File: config.mk
export PLATFORM = sky130hd
export DESIGN_NAME = irq_decimator
export DESIGN_NICKNAME = d
export VERILOG_FILES = /design/src/rtl/irqd_pkg.sv /design/src/rtl/irqd_qualifier.sv /design/src/rtl/irqd_ratio_reg.sv /design/src/rtl/irqd_counter.sv /design/src/rtl/irq_decimator.sv
export SDC_FILE = /design/constraint.sdc
export NUM_CORES = 1
export LEC_CHECK = 0
export BUFFER_PORTS_ARGS = -buffer_cell sky130_fd_sc_hd__buf_2
export CORE_MARGIN = 4
export CORE_UTILIZATION = 35
export CTS_CLUSTER_DIAMETER = 40
export DETAILED_ROUTE_END_ITERATION = 10
export PLACE_DENSITY = 0.56
export SYNTH_ARGS = -nofsm -noshare
export SYNTH_HDL_FRONTEND = slang
export SYNTH_SLANG_ARGS = --single-unit
File: constraint.sdc
create_clock -name clk -period 3.7 [get_ports clk]
set_input_delay 0.925 -clock clk [delete_from_list [all_inputs] [get_ports clk]]
set_output_delay 0.925 -clock clk [all_outputs]
set_load 0.01 [all_outputs]
File: src/rtl/irqd_pkg.sv
// Package: shared types for the interrupt rate divider.
// Assumes: nothing beyond a synchronous design context.
package irqd_pkg;

    // Which carrier condition qualifies an underflow in qualified mode
    typedef enum logic {
        QSEL_PEAK   = 1'b0,
        QSEL_VALLEY = 1'b1
    } qsel_e;

    // Counting mode
    typedef enum logic {
        MODE_ALL  = 1'b0,
        MODE_QUAL = 1'b1
    } cmode_e;

endpackage

File: src/rtl/irqd_qualifier.sv
// Module: irqd_qualifier
// Decides whether the current underflow strobe is a counted event.
// Assumes: at_peak / at_valley are valid in the same cycle as uf_strobe.
module irqd_qualifier
    import irqd_pkg::*;
(
    input  logic uf_strobe,
    input  logic mode_qual,
    input  logic cond_sel,
    input  logic at_peak,
    input  logic at_valley,
    output logic cnt_event
);

    qsel_e  sel;
    cmode_e mode;
    logic   cond_ok;

    assign sel  = qsel_e'(cond_sel);
    assign mode = cmode_e'(mode_qual);

    // Pick the qualifying condition chosen by the select
    always_comb begin
        case (sel)
            QSEL_PEAK:   cond_ok = at_peak;
            QSEL_VALLEY: cond_ok = at_valley;
            default:     cond_ok = 1'b0;
        endcase
    end

    // Combine the strobe with the mode and the condition
    always_comb begin
        if (mode == MODE_ALL) cnt_event = uf_strobe;
        else                  cnt_event = uf_strobe & cond_ok;
    end

endmodule

File: src/rtl/irqd_ratio_reg.sv
// Module: irqd_ratio_reg
// Holds the divide ratio and applies the write rules.
// Rejects zero, and rejects writes in qualified mode while the timer runs.
// Assumes: wr_en is a single-cycle strobe from the register interface.
module irqd_ratio_reg #(
    parameter int CNT_W       = 4,
    parameter int RESET_RATIO = 1
) (
    input  logic             clk,
    input  logic             rst_n,
    input  logic             wr_en,
    input  logic [CNT_W-1:0] wr_data,
    input  logic             mode_qual,
    input  logic             timer_running,
    output logic [CNT_W-1:0] ratio_q,
    output logic             load,
    output logic             wr_err
);

    localparam logic [CNT_W-1:0] RST_VAL = CNT_W'(RESET_RATIO);

    logic data_zero;
    logic run_block;

    assign data_zero = (wr_data == '0);
    assign run_block = mode_qual & timer_running;
    assign load      = wr_en & ~data_zero & ~run_block;

    // Store the ratio on an accepted write
    always_ff @(posedge clk) begin
        if (!rst_n)    ratio_q <= RST_VAL;
        else if (load) ratio_q <= wr_data;
    end

    // Pulse the error flag for a rejected write
    always_ff @(posedge clk) begin
        if (!rst_n) wr_err <= 1'b0;
        else        wr_err <= wr_en & ~load;
    end


    ratio_nonzero_chk: assert property (@(posedge clk) disable iff (!rst_n)
        ratio_q != '0);


    run_write_ignored_chk: assert property (@(posedge clk) disable iff (!rst_n)
        (wr_en && mode_qual && timer_running) |=> ($stable(ratio_q) && wr_err));


    zero_write_flag_chk: assert property (@(posedge clk) disable iff (!rst_n)
        (wr_en && wr_data == '0) |=> ($stable(ratio_q) && wr_err));

endmodule

File: src/rtl/irqd_counter.sv
// Module: irqd_counter
// Counts qualified events and emits one pulse each time the ratio is reached.
// A load restarts the count and swallows any event in the same cycle.
// Assumes: ratio_i is never zero.
module irqd_counter #(
    parameter int CNT_W = 4
) (
    input  logic             clk,
    input  logic             rst_n,
    input  logic [CNT_W-1:0] ratio_i,
    input  logic             load,
    input  logic             cnt_event,
    output logic             irq_pulse
);

    logic [CNT_W-1:0] cnt_q;
    logic             at_last;

    assign at_last = (cnt_q == ratio_i - CNT_W'(1));

    // Advance the event count, wrapping at the ratio
    always_ff @(posedge clk) begin
        if (!rst_n)                   cnt_q <= '0;
        else if (load)                cnt_q <= '0;
        else if (cnt_event && at_last) cnt_q <= '0;
        else if (cnt_event)           cnt_q <= cnt_q + CNT_W'(1);
    end

    // Register the interrupt pulse
    always_ff @(posedge clk) begin
        if (!rst_n) irq_pulse <= 1'b0;
        else        irq_pulse <= ~load & cnt_event & at_last;
    end


    cnt_in_range_chk: assert property (@(posedge clk) disable iff (!rst_n)
        cnt_q < ratio_i);


    irq_needs_event_chk: assert property (@(posedge clk) disable iff (!rst_n)
        irq_pulse |-> $past(cnt_event));


    load_blocks_irq_chk: assert property (@(posedge clk) disable iff (!rst_n)
        load |=> !irq_pulse);

endmodule

File: src/rtl/irq_decimator.sv
// Module: irq_decimator (top)
// Divides timer underflows down to one interrupt per n counted events.
// Counts every underflow, or only those at the selected carrier extreme.
// Assumes: a synchronous active-low reset and single-cycle strobes.
module irq_decimator #(
    parameter int CNT_W       = 4,
    parameter int RESET_RATIO = 1
) (
    input  logic             clk,
    input  logic             rst_n,
    input  logic             uf_strobe,
    input  logic             mode_qual,
    input  logic             cond_sel,
    input  logic             at_peak,
    input  logic             at_valley,
    input  logic             timer_running,
    input  logic             wr_en,
    input  logic [CNT_W-1:0] wr_data,
    output logic             irq_pulse,
    output logic             wr_err
);

    logic             cnt_event;
    logic             load;
    logic [CNT_W-1:0] ratio_q;

    irqd_qualifier u_qual (
        .uf_strobe (uf_strobe),
        .mode_qual (mode_qual),
        .cond_sel  (cond_sel),
        .at_peak   (at_peak),
        .at_valley (at_valley),
        .cnt_event (cnt_event)
    );

    irqd_ratio_reg #(.CNT_W(CNT_W), .RESET_RATIO(RESET_RATIO)) u_ratio (
        .clk           (clk),
        .rst_n         (rst_n),
        .wr_en         (wr_en),
        .wr_data       (wr_data),
        .mode_qual     (mode_qual),
        .timer_running (timer_running),
        .ratio_q       (ratio_q),
        .load          (load),
        .wr_err        (wr_err)
    );

    irqd_counter #(.CNT_W(CNT_W)) u_cnt (
        .clk       (clk),
        .rst_n     (rst_n),
        .ratio_i   (ratio_q),
        .load      (load),
        .cnt_event (cnt_event),
        .irq_pulse (irq_pulse)
    );


    peak_filter_chk: assert property (@(posedge clk) disable iff (!rst_n)
        (irq_pulse && $past(mode_qual) && !$past(cond_sel)) |-> $past(at_peak && uf_strobe));


    valley_filter_chk: assert property (@(posedge clk) disable iff (!rst_n)
        (irq_pulse && $past(mode_qual) && $past(cond_sel)) |-> $past(at_valley && uf_strobe));


    plain_run_write_chk: assert property (@(posedge clk) disable iff (!rst_n)
        (wr_en && !mode_qual && wr_data != '0) |=> !wr_err);

endmodule

* Word-level counts from Yosys, hierarchy flattened
Cells that the tools add are included.
Word-level totals: bits in registers 10, input port bits 13, output and inout bits 2, logic and storage cells 24
Operators by class: $add $sub $neg 2, equal/unequal tests 1, mux-type cells 2, bitwise logic cells 12, reductions and logical operators 3
Operators with widths (count):
- bitwise AND 1 bit | 7
- inverter 1 bit | 5
- adder 4 x 1 -> 4 bit, second input constant | 1
- == test 4 bit | 1
- zero test 4 bit | 1
- subtractor 4 x 1 -> 4 bit, second input constant | 1
- OR reduction 3 bit | 1
- case mux 1 bit (2 select lines) | 1
- logical AND 1 bit | 1
- 2-to-1 mux 1 bit | 1

* Logic depth before layout (Yosys ltp)
Gate-level depths: netlist of run 1.
depth after elaboration 7, gate-level depth with buffers 6, mapped depth without buffers 6

* Hierarchy
Synthesis of run 1 repeated with hierarchy kept, for this count alone.
Unflattened totals: cell total of the unflattened synthesis 54, area total of the unflattened synthesis 523.0 µm²
By module, submodules not included:
- irqd_counter | instances 1, cells an instance 30, area each 289.0 µm², sequential area each 100.1 µm²
- irqd_ratio_reg | instances 1, cells an instance 22, area each 216.5 µm², sequential area each 100.1 µm²
- irqd_qualifier | instances 1, cells an instance 2, area each 17.5 µm², sequential area each 0.0 µm²

* Worst setup path before layout of run 1
No wires, ideal clock.
path type input -> register, start input cond_sel, end register u_cnt.cnt_q[0], library setup time 65 ps, arrival 1745 ps, required time 3635 ps, setup slack 1890 ps, stages on the path 4, buffers on the path 0, path through mux2_2 o21ai_1 o311ai_4 nor2_1
On the way: cells in the longest elaborated chain, start to end 6
Ends and longest elaborated chain:
- start: declaration | line irq_decimator.sv:13 | input logic cond_sel,
- inverter 1 bit | line irqd_qualifier.sv:24 | case (sel)
- case mux 1 bit (2 select lines) * | line irqd_qualifier.sv:24
- bitwise AND 1 bit * | line irqd_qualifier.sv:34 | else cnt_event = uf_strobe & cond_ok;
- 2-to-1 mux 1 bit * | line irqd_qualifier.sv:33 | if (mode == MODE_ALL) cnt_event = uf_strobe;
- logical AND 1 bit | line irqd_counter.sv:25 | else if (cnt_event && at_last) cnt_q <= '0;
- OR reduction 3 bit (no source line)
- end signal: assignment | line irqd_counter.sv:26 | else if (cnt_event) cnt_q <= cnt_q + CNT_W'(1);
- end: declaration | line irqd_counter.sv:16 | logic [CNT_W-1:0] cnt_q;
Mark *: on every way between the ends. The rest lies on a longest branch, timed or not. A chain may end at the register's enable or synchronous reset.

* Worst setup path in the final report of run 1
start input wr_data[3], end register u_cnt.cnt_q[0]
On the way: cells in the longest elaborated chain, start to end 5
Ends and longest elaborated chain:
- start: declaration | line irq_decimator.sv:18 | input logic [CNT_W-1:0] wr_data,
- zero test 4 bit | line irqd_ratio_reg.sv:25 | assign data_zero = (wr_data == '0);
- inverter 1 bit | line irqd_ratio_reg.sv:27 | assign load = wr_en & ~data_zero & ~run_block;
- bitwise AND 1 bit (2 in series) | line irqd_ratio_reg.sv:27
- OR reduction 3 bit (no source line)
No other way between the ends.

==> results of run 1 <==
==> power groups by stage <==
stage | logic [mW] | clock network, mW | registers [mW]
2_1_floorplan | 0.0330 | 0 | 0.119
3_3_place_gp | 0.0478 | 0 | 0.120
3_5_place_dp | 0.0483 | 0 | 0.120
4_1_cts | 0.0486 | 0.102 | 0.117
5_1_grt | 0.0532 | 0.110 | 0.118
6_report | 0.0484 | 0.0988 | 0.117
==> per-layer routing <==
metal,vias to the layer above,part of all wire (%)
li1,221,-
met4,0,2.1
met5,-,0
met3,2,2.6
met1,184,50
met2,5,45
==> layout make-up <==
class / count / area share (%)
inverters: 3 / 1.66
flip-flops and latches: 10 / 29.5
repair buffers: 14 / 10.3
clock buffers: 4 / 5.35
multi-input cells: 40 / 50.2
well taps: 16 / 2.95
==> cell families after synthesis <==
group,after synthesis
buffers and inverters,3
muxes,2
AOI/OAI and AO/OA,10
xor gates and xnor gates,8
DFF,10
and+or+nand+nor,18
adders and majority gates,2
==> worst max-delay path, cell delays in order <==
cell and delay [ns]:
buf_2 0.12, o41ai_4 0.57, o311ai_4 0.22, nor2_1 0.14
==> synth_stat cells <==
library cell,instances
dfxtp_1,10
nand2_1,7
nor2_1,4
inv_1,3
xnor2_1,3
xor2_1,3
a21boi_1,2
ha_1,2
o211ai_1,2
a21boi_2,1
a22oi_1,1
and3_1,1
and3_2,1
mux2_2,1
mux2i_1,1
nand3_1,1
nand3_2,1
nor2b_1,1
nor3_1,1
nor4_1,1
o21a_1,1
o21ai_1,1
o311ai_4,1
o41ai_4,1
xnor3_1,1
xor2_2,1
==> flip-flops by register name, indices dropped and copies added, names as in the netlist <==
register,flops
u_ratio.ratio_q,4
u_ratio.wr_err,1
u_cnt.irq_pulse,1
u_cnt.cnt_q,4
==> metrics by stage <==
stage	utilization, %	std cells	hold WS [ns]
4_1_cts	45.0	87	0.492
2_1_floorplan	-	53	0.449
6_report	45.0	87	0.491
3_3_place_gp	42.6	83	0.492
5_1_grt	45.0	87	0.515
3_5_place_dp	42.6	83	0.481
==> path summary, 6_finish.rpt <==
path	end	cells after the start	start
worst max-delay path	u_cnt.cnt_q[0]	4	wr_data[3]
worst min-delay path	u_ratio.ratio_q[1]	2	u_ratio.ratio_q[1]
worst max register to register	u_cnt.cnt_q[0]	6	u_ratio.ratio_q[0]
worst min register to register	u_ratio.ratio_q[1]	2	u_ratio.ratio_q[1]
==> cells in the final DEF (no fill, tap or decap) <==
cell / n
a21boi_1: 2
a21boi_2: 1
a22oi_1: 1
and3_1: 1
and3_2: 1
buf_2: 14
clkbuf_4: 3
clkbuf_8: 1
dfxtp_1: 10
ha_1: 2
inv_1: 3
mux2_2: 1
mux2i_1: 1
nand2_1: 7
nand3_1: 1
nand3_2: 1
nor2_1: 4
nor2b_1: 1
nor3_1: 1
nor4_1: 1
o211ai_1: 2
o21a_1: 1
o21ai_1: 1
o311ai_4: 1
o41ai_4: 1
xnor2_1: 3
xnor3_1: 1
xor2_1: 3
xor2_2: 1
==> metrics.md, run 1 <==
| Metric | Value |
|---|---|
| Antenna viol nets, final | `0` |
| Mux cell area share after synthesis | `3.85%` |
| Die X-Extent | `47.7 um` |
| Seq pwr share | `44.3%` |
| Cts repair resizes | `0` |
| Layout area overhead | `22.9%` |
| Max Slew Vio Count | `0` |
| Leakage | `approximately 0.3 nW` |
| Peak fanout along the critical path | `7` |
| Placed inst area | `642 um2` |
| Met3 Usage GRT | `3.38%` |
| CP endpoint kind | `flip-flop` |
| Comb pwr share | `18.3%` |
| First drt pass iteration count | `2` |
| Register area share after synthesis | `36.3%` |
| Synth Area in Compound Gates | `20.9%` |
| RSZ-0062 raised after global routing | `no` |
| Multi-input gate area | `340 um2` |
| Grt peak-use layer | `met2` |
| Highest Clock Rate | `about 570 MHz` |
| Finished layout cell area | `between 600 and 700 um2` |
| Clk buf depth | `2` |
| Core region area | `1510 um2` |
| Crit path time final | `1.77 ns` |
| Detailed Route Iter0 Violations | `4` |
| Post-Synth Adder-Cell Area | `4.54%` |
| Seq cells post-synth | `10` |
| Pre-CTS setup slack | `1.68 ns` |
| Row count | `14` |
| Clock power frac | `37.4%` |
| Arrival @ worst endpoint | `1.97 ns` |
| Hold_buf cts | `0` |
| Buffers on Ports | `14` |
| Area leader, netlist | `dfxtp_1` |
| DR DRC count | `0` |
| Synth warn | `0` |
| Initial antenna violation count | `0` |
| Worst Clk Skew | `0.000542 ns` |
| Max-slew headroom | `64.8%` |
| Worst Slack Setup Final | `1.93 ns` |
| Diode count | `0` |
| Root buf cell | `clkbuf_4` |
| Worst skew pair latency | `~0.26 ns` |
| Hold Fails Final Rpt | `0` |
| M1 GR Usage | `12.4%` |
| Vias | `412` |
| Clk sinks | `10` |
| CTS tree | `built` |
| Routed WL | `965 um` |
| Largest net degree at the start of global routing | `8` |
| Synthesized net count | `68` |
| Register-to-Register Setup Slack | `2.13 ns` |
| Cell-internal power | `0.195 mW` |
| Netlist Area Pre-Place | `~550 um2` |
| TNS Setup | `0 ns` |
| CTS buffer count | `3` |
| Final period util | `between 40% and 50%` |
| Share of layout cells above drive strength 1 | `35.2%` |
| Top cell type's share of synthesized area | `between 30% and 40%` |
| Overflow after GRT | `0` |
| Top cells by area, synth | `dfxtp_1, o41ai_4, nand2_1, o311ai_4, xnor2_1` |
| WS Path Type | `in2reg` |
| Final setup viols | `0` |
| Post-CTS Setup Inserts | `0` |
| Simple-gate share of the synthesized area | `~16%` |
| Met2 Use GR | `14.5%` |
| Cells after synthesis | `53` |
| Fillers | `150` |
| Clock transition at the registers of the reported paths | `0.07 ns` |
| Synthesized area per cell | `10.4 um2` |
| Net Switching | `0.0690 mW` |
| Die area | `~2300 um2` |
| I/O Pins | `15` |
| Vias in the first global route | `378` |
| Vias/cell | `roughly 4.7` |
| Total Routing Usage GR | `10.4%` |
| Largest family of logic cells by synthesized area | `compound AO/OA/AOI/OAI gates` |
| Final nets | `87` |
| WL/cell | `11.1 um` |
| Status | `completed` |
| WP data required | `3.90 ns` |
| PwrDens | `between 300 and 400 nW/um2` |
| First-pass GRT wire length | `1.55 mm` |
| Startpoint types | `input pin` |
| Synth Area in XOR/XNOR | `~17%` |
| Die Height | `47.7 um` |
| Distinct cells, synth | `26` |
| Initial Util | `36.6%` |
| PnR Total Power | `~0.26 mW` |
| Max-cap violations | `0` |
| H-tree depth reported by CTS | `1` |
| Worst Tran Pin Value | `0.527 ns` |
| Detailed placer's ending HPWL | `771 um` |
| RD Place Congestion | `0.797` |
| Hold WC Path Type | `reg2reg` |
| Max VDD drop | `0.156 mV` |
| Register Area | `about 200 um2` |
| Sw Ratio | `26.1%` |
(Power assumes the default switching activity.)
==> inputs of run 2 (changes only) <==
--- a/config.mk
+++ b/config.mk
@@ -5,12 +5,13 @@
 export SDC_FILE = /design/constraint.sdc
 export NUM_CORES = 1
 export LEC_CHECK = 0
+export ABC_AREA = 1
 export BUFFER_PORTS_ARGS = -buffer_cell sky130_fd_sc_hd__buf_2
 export CORE_MARGIN = 4
 export CORE_UTILIZATION = 35
 export CTS_CLUSTER_DIAMETER = 40
 export DETAILED_ROUTE_END_ITERATION = 10
-export PLACE_DENSITY = 0.56
+export PLACE_DENSITY = 0.55
 export SYNTH_ARGS = -nofsm -noshare
 export SYNTH_HDL_FRONTEND = slang
 export SYNTH_SLANG_ARGS = --single-unit
==> constraint.sdc (replaced) <==
create_clock -name clk -period 1.77 [get_ports clk]
set_input_delay 0.4425 -clock clk [delete_from_list [all_inputs] [get_ports clk]]
set_output_delay 0.4425 -clock clk [all_outputs]
set_load 0.01 [all_outputs]
==> run 2 against run 1 <==
  * Register-to-register slack got worse by 1.8 ns
  * Sequential power increased by 110%
  * Sequential share of layout area down 1.4 points
  * Synthesized area grew 8.4%
  * Combinational power is 110% higher
  * Critical path type is now reg2reg
  * Clock power up 53%
  * Largest power group unchanged
  * Highest routed layer unchanged
==> metrics.md, run 2 <==
| Metric | Value |
|---|---|
| CTS buffer count | `3` |
| Status | `completed` |
| PwrDens | `701 nW/um2` |
| DR DRC count | `0` |
| Die area | `2430 um2` |
| First drt pass iteration count | `4` |
| Initial antenna violation count | `0` |
| Most frequent cells in the layout | `nand2_1, buf_2, inv_1` |
| Placed Cells | `123` |
| Final setup viols | `0` |
| Area leader, netlist | `dfxtp_1` |
| Synthesized area per cell | `~6.4 um2` |
| Worst Slack Setup Final | `0.359 ns` |
| WP data required | `1.92 ns` |
| Row count | `14` |
| Peak fanout along the critical path | `4` |
| Count leader, synth | `nand2_1` |
| Asr flop ratio synth | `0%` |
| Min-delay src | `rst_n` |
| Non-Filler Instances | `approximately 130` |
| Max VDD drop | `0.374 mV` |
| Netlist Area Pre-Place | `~600 um2` |
| Hold Fails Final Rpt | `0` |
| Top cell type's share of synthesized area | `33.5%` |
| Cells after synthesis | `93` |
| Top cells by area, synth | `dfxtp_1, nand2_1, inv_1, nor2_1, nand3_2` |
| Vias | `between 500 and 600` |
| Max-cap violations | `0` |
| Share of layout cells above drive strength 1 | `26.4%` |
| Cts repair resizes | `0` |
| Overflow after GRT | `0` |
| Detailed placer's ending HPWL | `959 um` |
| Highest Clock Rate | `709 MHz` |
| Worst Tran Pin Value | `0.223 ns` |
| Multi-input gate area | `330 um2` |
| Hold_buf cts | `0` |
| I/O Pins | `15` |
| Vias/cell | `4.59` |
| Core region area | `1560 um2` |
| TNS Setup | `0 ns` |
| Pre-CTS setup slack | `about 0.37 ns` |
| WL/cell | `8.91 um` |
| Die X-Extent | `49.3 um` |
| Vias in the first global route | `497` |
| Antenna viol nets, final | `0` |
| H-tree depth reported by CTS | `1` |
| Total Routing Usage GR | `10.5%` |
| Max-slew headroom | `85.1%` |
| Worst skew pair latency | `0.27 ns` |
| Post-synth EDFFs | `0` |
| Diode count | `0` |
| CTS tree | `built` |
| Register Area | `200 um2` |
| Most common cell after layout, fill and taps aside | `nand2_1` |
| Leakage | `roughly 0.37 nW` |
| Die Height | `49.3 um` |
| Routed WL | `approximately 1.1 mm` |
| Final nets | `127` |
| Detailed Route Iter0 Violations | `7` |
| Fillers | `174` |
| Initial Util | `38.4%` |
| Clock transition at the registers of the reported paths | `roughly 0.07 ns` |
| Largest net degree at the start of global routing | `8` |
| Synthesized net count | `roughly 110` |
| Synth warn | `0` |
| Buffers on Ports | `14` |
| Final period util | `79.7%` |
| Hold WC Path Type | `in2reg` |
| Root buf cell | `clkbuf_4` |
| Worst Clk Skew | `0.0115 ns` |
| WS Path Type | `reg2reg` |
| Clk buf depth | `2` |
| Layout area overhead | `18.8%` |
| RD Place Congestion | `approximately 0.75` |
| Distinct cells, synth | `18` |
| Post-CTS Setup Inserts | `0` |
| Synth Flop Type | `dfxtp_1` |
| Crit path time final | `1.41 ns` |
| Startpoint types | `flip-flop` |
| Register area share after synthesis | `33.5%` |
| Clk sinks | `10` |
| Arrival @ worst endpoint | `1.56 ns` |
| Max Slew Vio Count | `0` |
| Seq cells post-synth | `10` |
| CP endpoint kind | `flip-flop` |
| Most frequent cells after synthesis | `nand2_1, inv_1, dfxtp_1, nor2_1` |
| Biggest regs | `u_cnt.cnt_q x4, u_ratio.ratio_q x4` |
| Reg-to-Reg Start | `u_ratio.ratio_q[0]` |
| RSZ-0062 raised after global routing | `no` |
| First-pass GRT wire length | `2.00 mm` |
| Crit path from | `u_ratio.ratio_q[0]` |
==> run 2: cell count changes after synthesis, moves of 4 or more <==
cell | before | now
nand2_1 | 7 | 32
inv_1 | 3 | 13
nor2_1 | 4 | 10
inv_2 | 0 | 4
o21ai_0 | 0 | 4
==> run 2: critical path: stages, from the launching register on <==
cell and delay [ns]:
dfxtp_1 0.39, inv_2 0.06, ha_1 0.30, inv_1 0.06, nand2_1 0.04, nand2_1 0.07, nand2_1 0.06, nor2_2 0.11
nand3_2 0.08, nand2_2 0.10, nor2_1 0.04
==> run 2: metrics by stage <==
step	hold slack [ns]	total power, mW	area, um2	utilization (%)
floorplan	0.468	0.321	598	-
global placement	0.497	0.352	688	44.1
detailed placement	0.505	0.354	688	44.1
CTS	0.398	0.501	711	45.6
global route	0.413	0.535	711	45.6
finish	0.397	0.498	711	45.6
==> run 2: power breakdown <==
| group | leakage [nW] | switching [mW] | internal, mW | total (mW) |
|---|---|---|---|---|
| logic | 0.278 | 0.0596 | 0.0425 | 0.102 |
| clock network | 0.0138 | 0.0726 | 0.0782 | 0.151 |
| registers | 0.0819 | 0.00871 | 0.237 | 0.245 |
| total | 0.374 | 0.141 | 0.357 | 0.498 |
==> run 2: final cells by class <==
| class | count | area share (%) |
|---|---|---|
| Clock buffer | 3 | 3.17 |
| Multi-Input combinational cell | 65 | 46.5 |
| Timing Repair Buffer | 14 | 9.86 |
| Inverter | 18 | 9.51 |
| Sequential cell | 10 | 28.2 |
| Tap cell | 16 | 2.82 |
==> run 2: final timing paths <==
path / endpoint / slack, ns / depth (start not counted)
hold reg to reg: u_ratio.ratio_q[1] / 0.51 / 2
setup reg to reg: u_cnt.cnt_q[0] / 0.36 / 10
setup / recovery: u_cnt.cnt_q[0] / 0.36 / 10
hold / removal: u_ratio.ratio_q[0] / 0.40 / 2
==> run 2: cells by family after synthesis <==
logic type	Yosys count	synth area share (%)
flops	10	33.5
compound gates	7	6.49
xor+xnor	3	4.39
fa+ha+maj	2	4.18
simple gates	53	40.2
buf+inv	18	11.3
==> run 2: per-layer routing <==
metal	global-route usage [%]	wire length, um	up-vias
met5	0	0	-
met2	15.0	472	19
met3	2.14	66	5
met4	7.11	27	0
met1	14.1	556	240
li1	-	-	314
==> inputs of run 3 (changes only) <==
==> constraint.sdc (replaced) <==
create_clock -name clk -period 1.3 [get_ports clk]
set_input_delay 0.325 -clock clk [delete_from_list [all_inputs] [get_ports clk]]
set_output_delay 0.325 -clock clk [all_outputs]
set_load 0.01 [all_outputs]
==> run 3 against run 2 <==
  * Sequential power up 36%
  * Register-to-register slack lost 0.32 ns
  * Final cell count is 3.2% higher
  * Total power grew 57%
  * Routed wire length up 11%
  * Critical path depth shrank 1
  * Clock skew is 0.011 ns lower
  * Non-clock buffer count rose by 3
  * Sequential share of layout area shrank 2.1 points
  * Critical path type unchanged
  * Critical endpoint unchanged
==> metrics.md, run 3 (synthesis results as in run 2) <==
| Metric | Value |
|---|---|
| Status | `completed` |
| Detailed Route Iter0 Violations | `9` |
| Clk sinks | `10` |
| Total Routing Usage GR | `around a tenth` |
| Biggest regs | `u_cnt.cnt_q x4, u_ratio.ratio_q x4` |
| Buffers on Ports | `14` |
| DR DRC count | `0` |
| CTS buffer count | `3` |
| Clock transition at the registers of the reported paths | `~0.070 ns` |
| Placed Cells | `roughly 130` |
| CP endpoint kind | `flip-flop` |
| Hold WC Path Type | `in2reg` |
| Worst Tran Pin Value | `around 0.24 ns` |
| Post-CTS Setup Inserts | `0` |
| Vias/cell | `4.61` |
| Fillers | `between 150 and 200` |
| I/O Pins | `15` |
| Most frequent cells in the layout | `nand2_1, buf_2, inv_1` |
| Arrival @ worst endpoint | `1.43 ns` |
| Final nets | `130` |
| Overflow after GRT | `0` |
| Slowest stage cell on the critical path | `dfxtp_2` |
| Initial antenna violation count | `0` |
| Detailed placer's ending HPWL | `985 um` |
| WL/cell | `9.58 um` |
| Max-slew headroom | `84.3%` |
| PwrDens | `1010 nW/um2` |
| RSZ-0062 raised after global routing | `yes` |
| First drt pass iteration count | `4` |
| Share of layout cells above drive strength 1 | `between 30% and 40%` |
| Met2 Use GR | `16.7%` |
| Hold Fails Final Rpt | `0` |
| Layout area overhead | `29.3%` |
| WS Path Type | `reg2reg` |
| Antenna viol nets, final | `0` |
| Vias | `599` |
| Root buf cell | `clkbuf_4` |
| Core region area | `approximately 1600 um2` |
| Initial Util | `between 30% and 40%` |
| Clk buf depth | `2` |
| Vias in the first global route | `510` |
| Row count | `14` |
| WHS | `approximately 0.28 ns` |
| Grt peak-use layer | `met2` |
| CTS tree | `built` |
| Max Slew Vio Count | `0` |
| Routed WL | `1.25 mm` |
| Die Height | `~50 um` |
| Leakage | `0.394 nW` |
| Met3 Usage GRT | `2.45%` |
| Worst-path cell chain | `inv_2, ha_4, nand2_2, nand2_1, nand2_1, nor2_2, nand3_2, nand2_4, nor2_2` |
| First-pass GRT wire length | `between 1.5 and 2 mm` |
| RD Place Congestion | `between 0.6 and 0.7` |
| Final core occ | `between 40% and 50%` |
| Startpoint types | `flip-flop` |
| Highest Clock Rate | `793 MHz` |
| Non-Filler Instances | `130` |
| M1 GR Usage | `13.0%` |
| Max-cap violations | `0` |
| Peak fanout along the critical path | `4` |
| Final period util | `a little over nine tenths` |
| TNS Setup | `0 ns` |
| Die X-Extent | `just under 50 um` |
| Worst Clk Skew | `~0.00037 ns` |
| Most common cell after layout, fill and taps aside | `nand2_1` |
| Crit path time final | `1.26 ns` |
| Diode count | `0` |
| WP data required | `1.47 ns` |
| H-tree depth reported by CTS | `1` |
| Max stage delay on crit path | `0.33 ns` |
| Largest net degree at the start of global routing | `8` |
| Die area | `2430 um2` |
| Worst skew pair latency | `0.26 ns` |
| Max VDD drop | `about 0.55 mV` |
| Final setup viols | `0` |
-- run 3: cell types whose count changed in the layout (fill, tap and decap cells not counted), moves of 2 or more --
cell / delta
buf_4: +3
inv_1: -2
inv_2: +2
nor2_1: -2
nor2_2: +2
-- run 3: worst max-delay path, delay by kind of cell (launching register included) --
kind	cells	cell delay (ns)
buffers and inverters	1	0.04
and+or+nand+nor	7	0.52
DFF	1	0.33
adders and majority gates	1	0.26
-- run 3: what timing repair did --
action	in CTS	in global routing
pin swaps	2	4
hold buffers	0	0
gates resized for setup	2	6
setup endpoints to repair	4	4
-- run 3: final cells by class --
type                       count  area (um2)  area share, %
multi-input combinational     65         355           46.0
sequential                    10         201           26.1
timing repair buffer          17        92.6           12.0
inverter                      18        67.6           8.74
clock buffer                   4        36.3           4.69
tap                           16        20.0           2.59
-- run 3: metal layers --
metal  part of all wire (%)  vias up
met5                      0        -
met4                    2.6        0
met3                    6.7        5
met2                     45       17
met1                     46      255
li1                       -      322
-- run 3: where the power goes --
part / switching, mW / internal (mW)
combinational: 0.0952 / 0.0747
clock: 0.109 / 0.170
sequential: 0.0113 / 0.322
-- run 3: path summary, 6_finish.rpt --
| path | startpoint | end | slack (ns) | cells after the start |
|---|---|---|---|---|
| setup / recovery | u_ratio.ratio_q[0] | u_cnt.cnt_q[0] | 0.04 | 9 |
| setup reg to reg | u_ratio.ratio_q[0] | u_cnt.cnt_q[0] | 0.04 | 9 |
| hold reg to reg | u_ratio.ratio_q[2] | u_ratio.ratio_q[2] | 0.53 | 2 |
| hold / removal | rst_n | u_ratio.ratio_q[0] | 0.28 | 2 |
-- run 3: through the flow --
step / total power, mW / setup WS (ns) / instance area, um2
floorplan: 0.437 / 0.00573 / 598
global placement: 0.489 / 0.0130 / 711
detailed placement: 0.492 / -0.0229 / 711
CTS: 0.777 / 0.0379 / 761
global route: 0.826 / -0.0524 / 773
finish: 0.783 / 0.0382 / 773
